===== config.mk =====
export PLATFORM = sky130hd
export DESIGN_NAME = ddr_mrs_rdlat
export DESIGN_NICKNAME = d
export VERILOG_FILES = /design/src/rtl/ddr_mrs_pkg.sv /design/src/rtl/mrs_field_check.sv /design/src/rtl/mrs_sequencer.sv /design/src/rtl/rd_window_tracker.sv /design/src/rtl/ddr_mrs_rdlat.sv
export SDC_FILE = /design/constraint.sdc
export NUM_CORES = 1
export LEC_CHECK = 0
export CAP_MARGIN = 30
export CORE_AREA = 5 5 82 84
export CTS_CLUSTER_SIZE = 28
export DETAILED_ROUTE_END_ITERATION = 8
export DIE_AREA = 0 0 87 89
export DONT_BUFFER_PORTS = 1
export GPL_ROUTABILITY_DRIVEN = 1
export PLACE_DENSITY = 0.4
export REMOVE_ABC_BUFFERS = 1
export SYNTH_ARGS = -nofsm -noshare
export SYNTH_HDL_FRONTEND = slang
export SYNTH_SLANG_ARGS = --single-unit

===== constraint.sdc =====
create_clock -name clk -period 3.8 [get_ports clk]
set_clock_uncertainty 0.2 [all_clocks]
set_input_delay 0.76 -clock clk [delete_from_list [all_inputs] [get_ports clk]]
set_output_delay 0.76 -clock clk [all_outputs]
set_load 0.01 [all_outputs]

===== src/rtl/ddr_mrs_pkg.sv =====
package ddr_mrs_pkg;
  localparam int MR_ADDR_W = 13;
  localparam int MR_HI_W   = 6;
  localparam int BCLK_W    = 3;

  localparam logic [MR_HI_W-1:0] HI_NORMAL    = 6'b000000;
  localparam logic [MR_HI_W-1:0] HI_DLL_RESET = 6'b000010;

  localparam logic [2:0] CL_CODE_2  = 3'b010;
  localparam logic [2:0] CL_CODE_25 = 3'b110;

  localparam logic [2:0] BL_CODE_2 = 3'b001;
  localparam logic [2:0] BL_CODE_4 = 3'b010;
  localparam logic [2:0] BL_CODE_8 = 3'b011;

  typedef enum logic {SQ_IDLE = 1'b0, SQ_GAP = 1'b1} seq_state_t;

  function automatic logic [MR_ADDR_W-1:0] pack_mr(
      input logic [MR_HI_W-1:0] hi, input logic [2:0] cl,
      input logic bt, input logic [2:0] bl);
    return {hi, cl, bt, bl};
  endfunction
endpackage


===== src/rtl/mrs_field_check.sv =====
module mrs_field_check
  import ddr_mrs_pkg::*;
#(
  parameter int CLK_MHZ     = 100,
  parameter int CL2_MAX_MHZ = 100,
  parameter int MAX_BURST   = 8
) (
  input  logic [MR_HI_W-1:0] hi,
  input  logic [2:0]         cl,
  input  logic [2:0]         bl,
  output logic               ok,
  output logic               is_dll,
  output logic               half,
  output logic [BCLK_W-1:0]  bclks
);
  localparam bit CL2_ALLOWED = (CLK_MHZ <= CL2_MAX_MHZ);
  localparam bit BL8_ALLOWED = (MAX_BURST >= 8);

  logic hi_ok, cl_ok, bl_ok;

  always_comb begin
    is_dll = (hi == HI_DLL_RESET);
    hi_ok  = (hi == HI_NORMAL) || is_dll;

    half  = 1'b0;
    cl_ok = 1'b0;
    unique case (cl)
      CL_CODE_2:  cl_ok = CL2_ALLOWED;
      CL_CODE_25: begin cl_ok = 1'b1; half = 1'b1; end
      default:    cl_ok = 1'b0;
    endcase

    bclks = '0;
    bl_ok = 1'b0;
    unique case (bl)
      BL_CODE_2: begin bl_ok = 1'b1; bclks = BCLK_W'(1); end
      BL_CODE_4: begin bl_ok = 1'b1; bclks = BCLK_W'(2); end
      BL_CODE_8: begin bl_ok = BL8_ALLOWED; bclks = BCLK_W'(4); end
      default:   bl_ok = 1'b0;
    endcase

    ok = hi_ok && cl_ok && bl_ok;
  end
endmodule


===== src/rtl/mrs_sequencer.sv =====
module mrs_sequencer
  import ddr_mrs_pkg::*;
#(
  parameter int GAP_CYC = 2
) (
  input  logic                 clk,
  input  logic                 rst_n,
  input  logic                 req_valid,
  output logic                 req_ready,
  input  logic [MR_HI_W-1:0]   req_hi,
  input  logic [2:0]           req_cl,
  input  logic                 req_bt,
  input  logic [2:0]           req_bl,
  input  logic                 chk_ok,
  input  logic                 chk_dll,
  input  logic                 chk_half,
  input  logic [BCLK_W-1:0]    chk_bclks,
  output logic                 req_err,
  output logic                 cmd_load,
  output logic [MR_ADDR_W-1:0] cmd_addr,
  output logic                 mode_ready,
  output logic                 lat_half,
  output logic [BCLK_W-1:0]    burst_clks
);
  localparam int GCW = (GAP_CYC < 2) ? 1 : $clog2(GAP_CYC + 1);

  seq_state_t        state;
  logic [GCW-1:0]    cnt;
  logic              pend;
  logic [2:0]        sv_cl;
  logic              sv_bt;
  logic [2:0]        sv_bl;
  logic              sv_half;
  logic [BCLK_W-1:0] sv_bclks;
  logic              gap_done;
  logic              accept;

  assign gap_done  = (state == SQ_GAP) && (cnt == '0);
  assign req_ready = (state == SQ_IDLE) || (gap_done && !pend);
  assign accept    = req_valid && req_ready;

  always_ff @(posedge clk) begin
    if (!rst_n) begin
      state      <= SQ_IDLE;
      cnt        <= '0;
      pend       <= 1'b0;
      sv_cl      <= '0;
      sv_bt      <= 1'b0;
      sv_bl      <= '0;
      sv_half    <= 1'b0;
      sv_bclks   <= '0;
      req_err    <= 1'b0;
      cmd_load   <= 1'b0;
      cmd_addr   <= '0;
      mode_ready <= 1'b0;
      lat_half   <= 1'b0;
      burst_clks <= '0;
    end else begin
      cmd_load <= 1'b0;
      cmd_addr <= '0;
      req_err  <= 1'b0;
      if (state == SQ_GAP && cnt != '0) cnt <= cnt - 1'b1;

      if (gap_done && pend) begin
        // follow-up normal-operation load after a DLL reset
        cmd_load   <= 1'b1;
        cmd_addr   <= pack_mr(HI_NORMAL, sv_cl, sv_bt, sv_bl);
        cnt        <= GCW'(GAP_CYC);
        pend       <= 1'b0;
        mode_ready <= 1'b1;
        lat_half   <= sv_half;
        burst_clks <= sv_bclks;
      end else if (accept) begin
        if (!chk_ok) begin
          req_err <= 1'b1;
          state   <= SQ_IDLE;
        end else begin
          cmd_load <= 1'b1;
          cmd_addr <= pack_mr(req_hi, req_cl, req_bt, req_bl);
          state    <= SQ_GAP;
          cnt      <= GCW'(GAP_CYC);
          if (chk_dll) begin
            pend       <= 1'b1;
            sv_cl      <= req_cl;
            sv_bt      <= req_bt;
            sv_bl      <= req_bl;
            sv_half    <= chk_half;
            sv_bclks   <= chk_bclks;
            mode_ready <= 1'b0;
          end else begin
            mode_ready <= 1'b1;
            lat_half   <= chk_half;
            burst_clks <= chk_bclks;
          end
        end
      end else if (gap_done) begin
        state <= SQ_IDLE;
      end
    end
  end

  // bus observer: a DLL-reset load seen on the bus and not yet answered
  logic dll_open;
  always_ff @(posedge clk) begin
    if (!rst_n) dll_open <= 1'b0;
    else if (cmd_load) dll_open <= cmd_addr[8];
  end

  a_r2_legal_pattern: assert property (@(posedge clk) disable iff (!rst_n)
    cmd_load |-> (cmd_addr[12:9] == 4'b0 && !cmd_addr[7]));

  a_r3_dll_then_normal: assert property (@(posedge clk) disable iff (!rst_n)
    (dll_open && cmd_load) |-> !cmd_addr[8]);

  a_r3_no_accept_open: assert property (@(posedge clk) disable iff (!rst_n)
    dll_open |-> !req_ready);

  a_r4_err_no_load: assert property (@(posedge clk) disable iff (!rst_n)
    req_err |-> !cmd_load);

  a_r5_nop_gap: assert property (@(posedge clk) disable iff (!rst_n)
    cmd_load |=> (!cmd_load && cmd_addr == '0) ##1 (!cmd_load && cmd_addr == '0));

  a_r8_ready_after_normal: assert property (@(posedge clk) disable iff (!rst_n)
    (cmd_load && !cmd_addr[8]) |=> mode_ready);
endmodule


===== src/rtl/rd_window_tracker.sv =====
module rd_window_tracker
  import ddr_mrs_pkg::*;
#(
  parameter int MAX_BURST = 8
) (
  input  logic              clk,
  input  logic              rst_n,
  input  logic              rd_cmd,
  input  logic              mode_ready,
  input  logic              lat_half,
  input  logic [BCLK_W-1:0] burst_clks,
  output logic              dv_rise,
  output logic              dv_fall
);
  localparam int W_MAX = MAX_BURST / 2;
  localparam int DEPTH = 3 + W_MAX;
  localparam int L_FALL = 2;

  // hist[j] holds the READ strobe sampled j edges ago
  logic [DEPTH-1:0] hist;

  always_ff @(posedge clk) begin
    if (!rst_n)          hist <= '0;
    else if (!mode_ready) hist <= '0;
    else                 hist <= {hist[DEPTH-2:0], rd_cmd};
  end

  int l_rise;
  int w;
  always_comb begin
    l_rise  = lat_half ? 3 : 2;
    w       = int'(burst_clks);
    dv_rise = 1'b0;
    dv_fall = 1'b0;
    for (int j = 0; j < DEPTH; j++) begin
      if (hist[j] && j >= L_FALL && j < L_FALL + w) dv_fall = 1'b1;
      if (hist[j] && j >= l_rise && j < l_rise + w) dv_rise = 1'b1;
    end
  end

  a_r9_cl2_edges_match: assert property (@(posedge clk) disable iff (!rst_n)
    !lat_half |-> (dv_rise == dv_fall));

  a_r12_quiet_unprogrammed: assert property (@(posedge clk) disable iff (!rst_n)
    !mode_ready |=> (!dv_rise && !dv_fall));
endmodule


===== src/rtl/ddr_mrs_rdlat.sv =====
module ddr_mrs_rdlat
  import ddr_mrs_pkg::*;
#(
  parameter int CLK_MHZ     = 100,
  parameter int CL2_MAX_MHZ = 100,
  parameter int GAP_CYC     = 2,
  parameter int MAX_BURST   = 8
) (
  input  logic        clk,
  input  logic        rst_n,
  input  logic        req_valid,
  output logic        req_ready,
  input  logic [5:0]  req_hi,
  input  logic [2:0]  req_cl,
  input  logic        req_bt,
  input  logic [2:0]  req_bl,
  output logic        req_err,
  output logic        cmd_load,
  output logic [12:0] cmd_addr,
  input  logic        rd_cmd,
  output logic        mode_ready,
  output logic        lat_half,
  output logic        dv_rise,
  output logic        dv_fall
);
  logic              c_ok, c_dll, c_half;
  logic [BCLK_W-1:0] c_bclks;
  logic [BCLK_W-1:0] burst_clks;

  mrs_field_check #(
    .CLK_MHZ(CLK_MHZ), .CL2_MAX_MHZ(CL2_MAX_MHZ), .MAX_BURST(MAX_BURST)
  ) u_check (
    .hi(req_hi), .cl(req_cl), .bl(req_bl),
    .ok(c_ok), .is_dll(c_dll), .half(c_half), .bclks(c_bclks)
  );

  mrs_sequencer #(.GAP_CYC(GAP_CYC)) u_seq (
    .clk(clk), .rst_n(rst_n),
    .req_valid(req_valid), .req_ready(req_ready),
    .req_hi(req_hi), .req_cl(req_cl), .req_bt(req_bt), .req_bl(req_bl),
    .chk_ok(c_ok), .chk_dll(c_dll), .chk_half(c_half), .chk_bclks(c_bclks),
    .req_err(req_err), .cmd_load(cmd_load), .cmd_addr(cmd_addr),
    .mode_ready(mode_ready), .lat_half(lat_half), .burst_clks(burst_clks)
  );

  rd_window_tracker #(.MAX_BURST(MAX_BURST)) u_trk (
    .clk(clk), .rst_n(rst_n), .rd_cmd(rd_cmd),
    .mode_ready(mode_ready), .lat_half(lat_half), .burst_clks(burst_clks),
    .dv_rise(dv_rise), .dv_fall(dv_fall)
  );
endmodule


==> out/metrics.cfg <==
[clocking]
clock-sinks = 42
clockBufferDepth = 2
root_buffer = clkbuf_8
ctsResizeCount = 0
cts-buffers-inserted = 5
postCtsSetupRepairBufs = 0
clock_latency_ns = 0.29
clkTransAtPathRegs_ns = 0.08
cts_tree = yes
holdBufCountCts = 0
ctsHtreeMaxLevel = 2

[timing]
setup_violations = 0
drv_slew = 0
relSlewSlack_pct = 64.4
rsz0062_at_grt = false
timing.hold.ws_ns = 0.246
min_period_over_period_pct = 72.8
period_needed_ns = 2.77
setup-tns-final_ns = 0
finalHoldViolCount = 0
tightest_slew_ns = 0.533
fmaxAchievable_ghz = 0.362

[routing]
drcViolationCount = 0
drtIter0Drc = 46
wirelength_microns = 3600
wire_per_inst_microns = 13.7
ant_nets = 0
vias_per_cell = 4.65
vias = 1217
drt_pre_antenna_iters = 4

[place]
portBuffers = 0
hpwl_microns = 2680
place_congestion = 0.734

[critical_path]
critPathCaptureType = output port
cp_max_fo = 4
critPathRequiredTime_ns = 2.84
worstPathArrival_ns = 1.81
critPathLaunchType = register
path_class = reg2out

[floorplanning]
die_y_microns = 89
rows = 28
start_util_pct = 29.6
die_area_sq_mm = 0.00774
die_w_microns = 87
pin_count = 37
core_area_sq_mm = 0.00585

[run]
maxCapViolCount = 0

[logic_synthesis]
synth_area_per_cell_sq_um = 9.46
synthCells = 183
ys.warnings.count = 0
synth_area_sq_mm = 0.00173
yosys_register_bits = 42
synth_seq_area_share_pct = 48.6
ys_types = 38

[global_route]
grt_max_degree = 37
antenna_found_initial = 0
grt_pass1_vias = 1191
grt-ovfl-total = 0
grt_pass1_wl_microns = 5900
gr-usage-all-layers_pct = 9.92

[pwr]
p_switching_uw = 155
p_sw_share_pct = 19.7
ir_drop_v = 0.000156
intPower_uw = 634
combPwrFrac_pct = 1.8
p_clk_share_pct = 41.7
seq_power_share_pct = 56.6
leakage_uw = 0.000727
power_density_mw_per_mm2 = 411

[status]
status = complete, no violations

[min_path]
min_path_type = reg2reg

[layout]
layout_commonest_cell = dfxtp_1
antennaDiodeCount = 0
syn_to_final_growth_pct = 10.8
fillerInstances = 613
nNetsFinal = 211
drive_above_1_share_pct = 5.88
final_cell_mix = dfxtp_1 (42), nand2_1 (14), inv_1 (11), and3_1 (10), a21boi_0 (9)

[critical path: stages (launching register included)]
cell and delay, ns:
dfxtp_1 0.45, ha_1 0.21, inv_1 0.05, ha_1 0.29
a21oi_1 0.12, o21ai_0 0.08, a21o_1 0.16, o21ai_0 0.16
[cell usage after synthesis (all sizes together)]
cell type	n	area (sq um)
dfxtp	42	841
nand2	15	58.8
a21boi	11	82.6
inv	11	41.3
and3	10	62.6
o21ai	9	45.0
ha	8	100
nor2b	8	50.1
clkbuf	7	26.3
nand2b	7	43.8
a21oi	6	30.0
mux2i	5	50.1
nor2	5	18.8
or3	5	36.3
a22oi	4	30.0
nand3	4	20.0
nor3	4	20.0
a21o	3	22.5
o211ai	3	22.5
nor4	2	27.5
xnor2	2	17.5
a31oi	1	6.26
and2	1	6.26
buf	1	5.00
conb	1	3.75
maj3	1	10.0
nand4	1	6.26
nor3b	1	7.51
nor4b	1	8.76
o21a	1	7.51
o22ai	1	6.26
o31a	1	8.76
or4	1	7.51
[cell families (layout without fill, tap and decap cells)]
| family | after synthesis | in the layout | share of synthesized area, % |
|---|---|---|---|
| flip-flops | 42 | 42 | 48.6 |
| other | 1 | 5 | 0.217 |
| AND/OR/NAND/NOR | 65 | 65 | 21.6 |
| buffers and inverters | 19 | 19 | 4.19 |
| XOR/XNOR | 2 | 2 | 1.01 |
| multiplexers | 5 | 5 | 2.89 |
| adder cells (fa/ha/maj) | 9 | 9 | 6.36 |
| AO/OA/AOI/OAI | 40 | 40 | 15.1 |
[final timing paths]
| path | startpoint | end | slack (ns) | depth (start not counted) |
|---|---|---|---|---|
| max | u_seq.lat_half | dv_rise | 1.03 | 7 |
| min | u_seq.sv_cl[0] | u_seq.cmd_addr[4] | 0.25 | 2 |
| max reg2reg | u_seq.cnt[0] | u_seq.sv_bclks[1] | 1.47 | 7 |
| min reg2reg | u_seq.sv_cl[0] | u_seq.cmd_addr[4] | 0.25 | 2 |
[per-layer routing]
metal  wire length (microns)  vias up  GRT usage [%]
met2                    1680       28           15.7
met3                     228        4           4.24
met5                       0        -              0
met1                    1640      554           11.7
li1                        -      631              -
met4                      49        0           4.39
[per-stage QoR]
stage | util [%] | power, uW | instance area, sq um | cells | setup slack, ns
global route | 32.8 | 829 | 1920 | 262 | 0.929
detailed placement | 30.9 | 471 | 1810 | 254 | 0.989
finish | 32.8 | 789 | 1920 | 262 | 1.03
CTS | 32.8 | 809 | 1920 | 262 | 1.01
floorplan | - | 468 | 1710 | 179 | 1.25
global placement | 30.9 | 471 | 1810 | 254 | 1.06
[registers in the layout, summed over array words and instances, names as in the netlist, 2 cells and up]
signal            cells
u_seq.cnt             2
u_seq.sv_bl           3
u_trk.hist            7
u_seq.sv_bclks        3
u_seq.burst_clks      3
u_seq.sv_cl           3
u_seq.cmd_addr       13
[area by class of cell]
class                      count  area (sq um)  share of cell area (%)
clock buffer                   8           110                    5.74
inverter                      11          41.3                    2.15
multi-input combinational    126           832                    43.4
sequential                    42           841                    43.8
tap                           75          93.8                    4.89
[power groups by stage]
stage / sequential [uW] / clock [uW] / combinational (uW)
after floorplan: 456 / 0 / 11.7
after global placement: 457 / 0 / 14.1
after detailed placement: 457 / 0 / 14.0
after CTS: 447 / 349 / 14.1
after global routing: 447 / 366 / 15.4
final: 446 / 329 / 13.8
Note: power is estimated with default switching activity, not from simulation.
